### src/rtl/tx_ffe_pkg.sv
package tx_ffe_pkg;

  localparam int MAX_TAPS = 5;
  localparam int MIN_TAPS = 3;
  localparam int REF_W    = 8;

  // Reset coefficients in Q1.7, scaled up when WGT_W > REF_W.
  function automatic int dflt_wgt(input int idx, input int wgt_w);
    int v;
    case (idx)
      0:       v = -13;
      1:       v = 90;
      2:       v = -25;
      default: v = 0;
    endcase
    return v * (1 << (wgt_w - REF_W));
  endfunction

endpackage

### src/rtl/tx_ffe_coef_bank.sv
module tx_ffe_coef_bank #(
  parameter int NUM_TAPS = 5,
  parameter int WGT_W    = 8,
  parameter int IDX_W    = 3
) (
  input  logic                              clk_i,
  input  logic                              rst_ni,
  input  logic                              commit_i,
  input  logic                              we_i,
  input  logic [IDX_W-1:0]                  idx_i,
  input  logic [WGT_W-1:0]                  data_i,
  output logic [NUM_TAPS-1:0][WGT_W-1:0]    wgt_o,
  output logic                              over_scale_o
);
  import tx_ffe_pkg::*;

  localparam int SUM_W = WGT_W + $clog2(NUM_TAPS) + 1;
  localparam logic [SUM_W-1:0] FULL = SUM_W'(1) << (WGT_W - 1);

  logic [NUM_TAPS-1:0][WGT_W-1:0] stage_q;
  logic [NUM_TAPS-1:0][WGT_W-1:0] act_q;
  logic [SUM_W-1:0]               mag [NUM_TAPS];
  logic [SUM_W-1:0]               mag_sum;

  for (genvar k = 0; k < NUM_TAPS; k++) begin : g_tap
    localparam logic [WGT_W-1:0] DFLT = WGT_W'(dflt_wgt(k, WGT_W));
    logic signed [SUM_W-1:0] w_ext;

    always_ff @(posedge clk_i or negedge rst_ni) begin
      if (!rst_ni) begin
        stage_q[k] <= DFLT;
      end else if (we_i && (idx_i == IDX_W'(k))) begin
        stage_q[k] <= data_i;
      end
    end

    always_ff @(posedge clk_i or negedge rst_ni) begin
      if (!rst_ni) begin
        act_q[k] <= DFLT;
      end else if (commit_i) begin
        act_q[k] <= stage_q[k];
      end
    end

    assign w_ext  = SUM_W'($signed(act_q[k]));
    assign mag[k] = w_ext[SUM_W-1] ? SUM_W'(-w_ext) : SUM_W'(w_ext);
  end

  always_comb begin
    mag_sum = '0;
    for (int k = 0; k < NUM_TAPS; k++) begin
      mag_sum = mag_sum + mag[k];
    end
  end

  assign wgt_o        = act_q;
  assign over_scale_o = (mag_sum > FULL);

endmodule

### src/rtl/tx_ffe_sym_window.sv
module tx_ffe_sym_window #(
  parameter int NUM_TAPS = 5
) (
  input  logic                clk_i,
  input  logic                rst_ni,
  input  logic                adv_i,
  input  logic                sym_i,
  output logic [NUM_TAPS-1:0] tap_bit_o
);
  localparam int HIST = NUM_TAPS - 1;

  // hist_q[0] = x[n], hist_q[k] = x[n-k]; bit 0 encodes -1
  logic [HIST-1:0] hist_q;

  always_ff @(posedge clk_i or negedge rst_ni) begin
    if (!rst_ni) begin
      hist_q <= '0;
    end else if (adv_i) begin
      hist_q <= {hist_q[HIST-2:0], sym_i};
    end
  end

  // Incoming symbol acts as the lookahead x[n+1].
  assign tap_bit_o = {hist_q, sym_i};

endmodule

### src/rtl/tx_ffe_mac.sv
module tx_ffe_mac #(
  parameter int NUM_TAPS = 5,
  parameter int WGT_W    = 8,
  parameter int OUT_W    = 10
) (
  input  logic [NUM_TAPS-1:0]            tap_bit_i,
  input  logic [NUM_TAPS-1:0][WGT_W-1:0] wgt_i,
  output logic signed [OUT_W-1:0]        level_o
);
  localparam int GROW  = $clog2(NUM_TAPS) + 1;
  localparam int ACC_W = (WGT_W + GROW > OUT_W) ? (WGT_W + GROW + 1) : (OUT_W + 1);
  localparam logic signed [ACC_W-1:0] SAT_HI = ACC_W'((1 << (OUT_W - 1)) - 1);
  localparam logic signed [ACC_W-1:0] SAT_LO = -ACC_W'(1 << (OUT_W - 1));

  logic signed [ACC_W-1:0] term [NUM_TAPS];
  logic signed [ACC_W-1:0] acc;

  for (genvar k = 0; k < NUM_TAPS; k++) begin : g_term
    logic signed [ACC_W-1:0] w_ext;
    assign w_ext   = ACC_W'($signed(wgt_i[k]));
    assign term[k] = tap_bit_i[k] ? w_ext : -w_ext;
  end

  always_comb begin
    acc = '0;
    for (int k = 0; k < NUM_TAPS; k++) begin
      acc = acc + term[k];
    end
  end

  always_comb begin
    if (acc > SAT_HI) begin
      level_o = SAT_HI[OUT_W-1:0];
    end else if (acc < SAT_LO) begin
      level_o = SAT_LO[OUT_W-1:0];
    end else begin
      level_o = acc[OUT_W-1:0];
    end
  end

endmodule

### src/rtl/tx_ffe.sv
module tx_ffe #(
  parameter int NUM_TAPS = 5,
  parameter int WGT_W    = 8,
  parameter int OUT_W    = 10,
  parameter int IDX_W    = 3
) (
  input  logic                    clk_i,
  input  logic                    rst_ni,
  input  logic                    sym_valid_i,
  input  logic                    sym_i,
  input  logic                    wgt_we_i,
  input  logic [IDX_W-1:0]        wgt_idx_i,
  input  logic [WGT_W-1:0]        wgt_data_i,
  output logic signed [OUT_W-1:0] level_o,
  output logic                    level_valid_o,
  output logic                    over_scale_o
);

  logic [NUM_TAPS-1:0]            tap_bit;
  logic [NUM_TAPS-1:0][WGT_W-1:0] wgt_act;
  logic signed [OUT_W-1:0]        level_d;

  tx_ffe_coef_bank #(
    .NUM_TAPS (NUM_TAPS),
    .WGT_W    (WGT_W),
    .IDX_W    (IDX_W)
  ) u_coef (
    .clk_i        (clk_i),
    .rst_ni       (rst_ni),
    .commit_i     (sym_valid_i),
    .we_i         (wgt_we_i),
    .idx_i        (wgt_idx_i),
    .data_i       (wgt_data_i),
    .wgt_o        (wgt_act),
    .over_scale_o (over_scale_o)
  );

  tx_ffe_sym_window #(
    .NUM_TAPS (NUM_TAPS)
  ) u_win (
    .clk_i     (clk_i),
    .rst_ni    (rst_ni),
    .adv_i     (sym_valid_i),
    .sym_i     (sym_i),
    .tap_bit_o (tap_bit)
  );

  tx_ffe_mac #(
    .NUM_TAPS (NUM_TAPS),
    .WGT_W    (WGT_W),
    .OUT_W    (OUT_W)
  ) u_mac (
    .tap_bit_i (tap_bit),
    .wgt_i     (wgt_act),
    .level_o   (level_d)
  );

  // Output register: uses weights active before this edge's commit.
  always_ff @(posedge clk_i or negedge rst_ni) begin
    if (!rst_ni) begin
      level_o       <= '0;
      level_valid_o <= 1'b0;
    end else begin
      level_valid_o <= sym_valid_i;
      if (sym_valid_i) begin
        level_o <= level_d;
      end
    end
  end

endmodule

### config.mk
export PLATFORM = sky130hd
export DESIGN_NAME = tx_ffe
export DESIGN_NICKNAME = d
export VERILOG_FILES = /design/src/rtl/tx_ffe_pkg.sv /design/src/rtl/tx_ffe_coef_bank.sv /design/src/rtl/tx_ffe_sym_window.sv /design/src/rtl/tx_ffe_mac.sv /design/src/rtl/tx_ffe.sv
export SDC_FILE = /design/constraint.sdc
export NUM_CORES = 1
export LEC_CHECK = 0
export BUFFER_PORTS_ARGS = -buffer_cell sky130_fd_sc_hd__buf_2
export CAP_MARGIN = 10
export CORE_UTILIZATION = 25
export CTS_BUF_LIST = sky130_fd_sc_hd__clkbuf_8
export DETAILED_ROUTE_END_ITERATION = 6
export GPL_TIMING_DRIVEN = 0
export HOLD_SLACK_MARGIN = 0.1
export SYNTH_ARGS = -nofsm -noshare
export SYNTH_HDL_FRONTEND = slang
export SYNTH_SLANG_ARGS = --single-unit
### constraint.sdc
create_clock -name clk_i -period 5.7 [get_ports clk_i]
set_input_delay 0.285 -clock clk_i [delete_from_list [all_inputs] [get_ports clk_i]]
set_output_delay 0.285 -clock clk_i [all_outputs]
set_load 0.005 [all_outputs]
==> results.cfg <==
[logic_synthesis]
synth_edf_count = 0
seq_area_frac_synth_pct = 29.8
ys_ff_latch = 95
synth_top_area_share_pct = 19.4
synth_top_area_cell = dfrtp_1
syn_inst = 797
synth.cell_area_mm2 = 0.00812
syn-mean-instance-area_um2 = 10.2
synth_top_flop_cell = dfrtp_1
synth_nets = 932
yosys-top-cells-area = dfrtp_1 19%, fa_1 16%, dfstp_2 10%
ys_async_sr_fraction_pct = 100
yosysWarnings = 0
synthDistinctLibCells = 54

[timing]
setup_ws_ns = 0.0688
rsz0062_at_grt = yes
skew_ns = 0.0176
hold_viol_final = 0
worst_slew_pin_slew_ns = 0.869
period_share_pct = 98.8
setup_violations = 0
period_minus_slack_ns = 5.63
max_freq_mhz = 178
slew_violations = 0
slew_headroom_pct = 41.9

[final_layout]
diodes = 0
fin_util_pct = 30.2
nFillCells = 3332
area_growth_syn_to_layout_pct = 18.2
drive_gt1_share_pct = 28.1
nets = 992

[setup_path]
crit_type = flip-flop to flip-flop
cp.required_ns = 5.95
worstPathMaxFanout = 5
arrival_ns = 5.88
startpoint_type = flip-flop
cp-end-kind = flip-flop

[cts]
cts.clk_slew.worst_paths_ns = 0.10
cts_root_buf = clkbuf_8
clockBufferDepth = 2
cts_num_sinks = 95
numCtsBuffers = 9
clk_latency_ns = 0.38
h-tree-depth = 3
cts_tree = yes

[floorplanning]
die_width_um = 182
rows = 65
die_y_um = 182
start_util_pct = 25.5
coreArea_mm2 = 0.0318
die-area_mm2 = 0.0332
boundaryPins = 28

[routing]
wl_per_cell_um = 15.4
drtIter0Drc = 328
wl_um = 20000
via_per_inst = 4.44
drt_drc_violations_left = 0
vias = 5763
final_antenna_net_count = 0
first_pass_iters = 5

[place]
gp_congestion = 0.870
port_buffers = 25
dp_hpwl_um = 15700
place_ws_ns = -0.725

[outcome]
status = finished clean

[global_route]
antenna_found_initial = 0
grt_pass1_wl_um = 32100
grt_pass1_vias = 5796
grt_max_degree = 76
overflow = 0
grt_usage_pct = 12.5

[run]
maxCapViolations = 0

[worst_hold_path]
hp-class = primary input to flip-flop
## state kept, by name, summed over array words and instances, names as in the netlist
name            count
u_win.hist_q        4
u_coef.stage_q     40
u_coef.wgt_o       40
level_o            10
level_valid_o       1
## layer usage
| layer | global-route usage [%] | vias to the layer above | share of wire [%] |
|---|---|---|---|
| met5 | 0 | - | 0 |
| met4 | 3.66 | 0 | 2.3 |
| met3 | 1.52 | 29 | 3.5 |
| met2 | 20.3 | 114 | 47 |
| met1 | 17.3 | 2846 | 47 |
| li1 | - | 2774 | - |
## final cells by class
type | count | area [um2] | area share, %
plain buffers | 29 | 129 | 1.34
repair buffers | 47 | 318 | 3.31
flip-flops and latches | 95 | 2420 | 25.2
clock inverters | 7 | 103 | 1.07
multi-input cells | 567 | 5560 | 57.9
inverters | 108 | 405 | 4.22
clock buffers | 9 | 124 | 1.29
well taps | 435 | 544 | 5.67
## cell usage after synthesis, types with 26 or more instances
master,instances
inv_1,106
mux2_2,74
fa_1,66
dfrtp_1,63
nand2_1,63
ha_1,53
xnor2_1,52
o21ai_0,35
nor2_1,34
dfstp_2,32
a21oi_1,30
clkbuf_1,26
xor2_1,26
## cells by family (layout without fill, tap and decap cells)
| group | count (synthesis) | count (layout) | synth area share (%) |
|---|---|---|---|
| AO/OA/AOI/OAI | 109 | 111 | 8.75 |
| XOR/XNOR | 79 | 79 | 8.70 |
| adder cells (fa/ha/maj) | 119 | 119 | 24.4 |
| buffers and inverters | 137 | 200 | 6.50 |
| flip-flops | 95 | 95 | 29.8 |
| multiplexers | 84 | 84 | 11.5 |
| AND/OR/NAND/NOR | 174 | 174 | 10.4 |
## worst max-delay path, cell delays in order, from the launching register on
cell	delay [ns]
dfstp_2	0.39
inv_2	0.08
ha_4	0.14
or3b_4	0.40
or3_4	0.40
nor3_2	0.19
ha_1	0.26
nor2_2	0.11
a21oi_2	0.05
fa_1	0.51
fa_1	0.57
inv_2	0.05
fa_1	0.53
ha_4	0.30
o21a_1	0.11
nor2_1	0.04
a211o_2	0.34
o21ai_4	0.19
xnor3_2	0.42
a21oi_4	0.30
a22oi_1	0.13
## placed cells by master (no fill, tap or decap), drive strengths merged, types with 3 or more instances in the layout
| cell type | count |
|---|---|
| buf | 47 |
| nand2 | 63 |
| inv | 109 |
| fa | 66 |
| mux2 | 74 |
| clkbuf | 35 |
| nor4 | 14 |
| nand2b | 10 |
| o21a | 7 |
| xnor2 | 52 |
| or4b | 4 |
| a21o | 4 |
| a22oi | 9 |
| a21boi | 4 |
| o221ai | 3 |
| clkinv | 4 |
| nand3 | 6 |
| nor3 | 21 |
| or3 | 9 |
| ha | 53 |
| a21oi | 32 |
| dlygate4sd3 | 3 |
| o21ai | 36 |
| dfrtp | 63 |
| a211o | 4 |
| nor2b | 4 |
| xor2 | 26 |
| nor2 | 34 |
| o31ai | 4 |
| dfstp | 32 |
| mux2i | 10 |
## worst paths after layout
kind,startpoint,to,slack (ns),cells past startpoint
worst min-delay path,wgt_data_i[2],u_coef.stage_q[26]$_DFFE_PN0P_,0.20,2
worst min register to register,u_coef.stage_q[33]$_DFFE_PN0P_,u_coef.wgt_o[33]$_DFFE_PN0P_,0.49,2
max in group asynchronous,rst_ni,u_coef.stage_q[6]$_DFFE_PN1P_,4.65,3
min in group asynchronous,rst_ni,level_o[7]$_DFFE_PN0P_,0.34,2
worst max register to register,u_coef.wgt_o[16]$_DFFE_PN1P_,level_o[5]$_DFFE_PN0P_,0.07,20
worst max-delay path,u_coef.wgt_o[16]$_DFFE_PN1P_,level_o[5]$_DFFE_PN0P_,0.07,20
## metrics by stage
stage	instance area (um2)	setup TNS (ns)	std cells	hold WS, ns
after floorplan	8120	0	797	-0.0106
after global placement	8790	-6.35	1257	0.420
after detailed placement	8840	-6.79	1259	0.209
after CTS	9340	0	1286	0.181
after global routing	9600	-0.829	1297	0.188
final	9600	0	1297	0.199
## what timing repair did
item,CTS,global route
setup endpoints to repair,11,11
buffers inserted,7,11
resized for setup,36,47
pin swaps,21,29
cloned,2,0
hold endpoints to repair,21,0
hold buffers,2,0
Power is not shown: default switching activity piles up to over one toggle a cycle in this logic, so the estimate is an artifact.
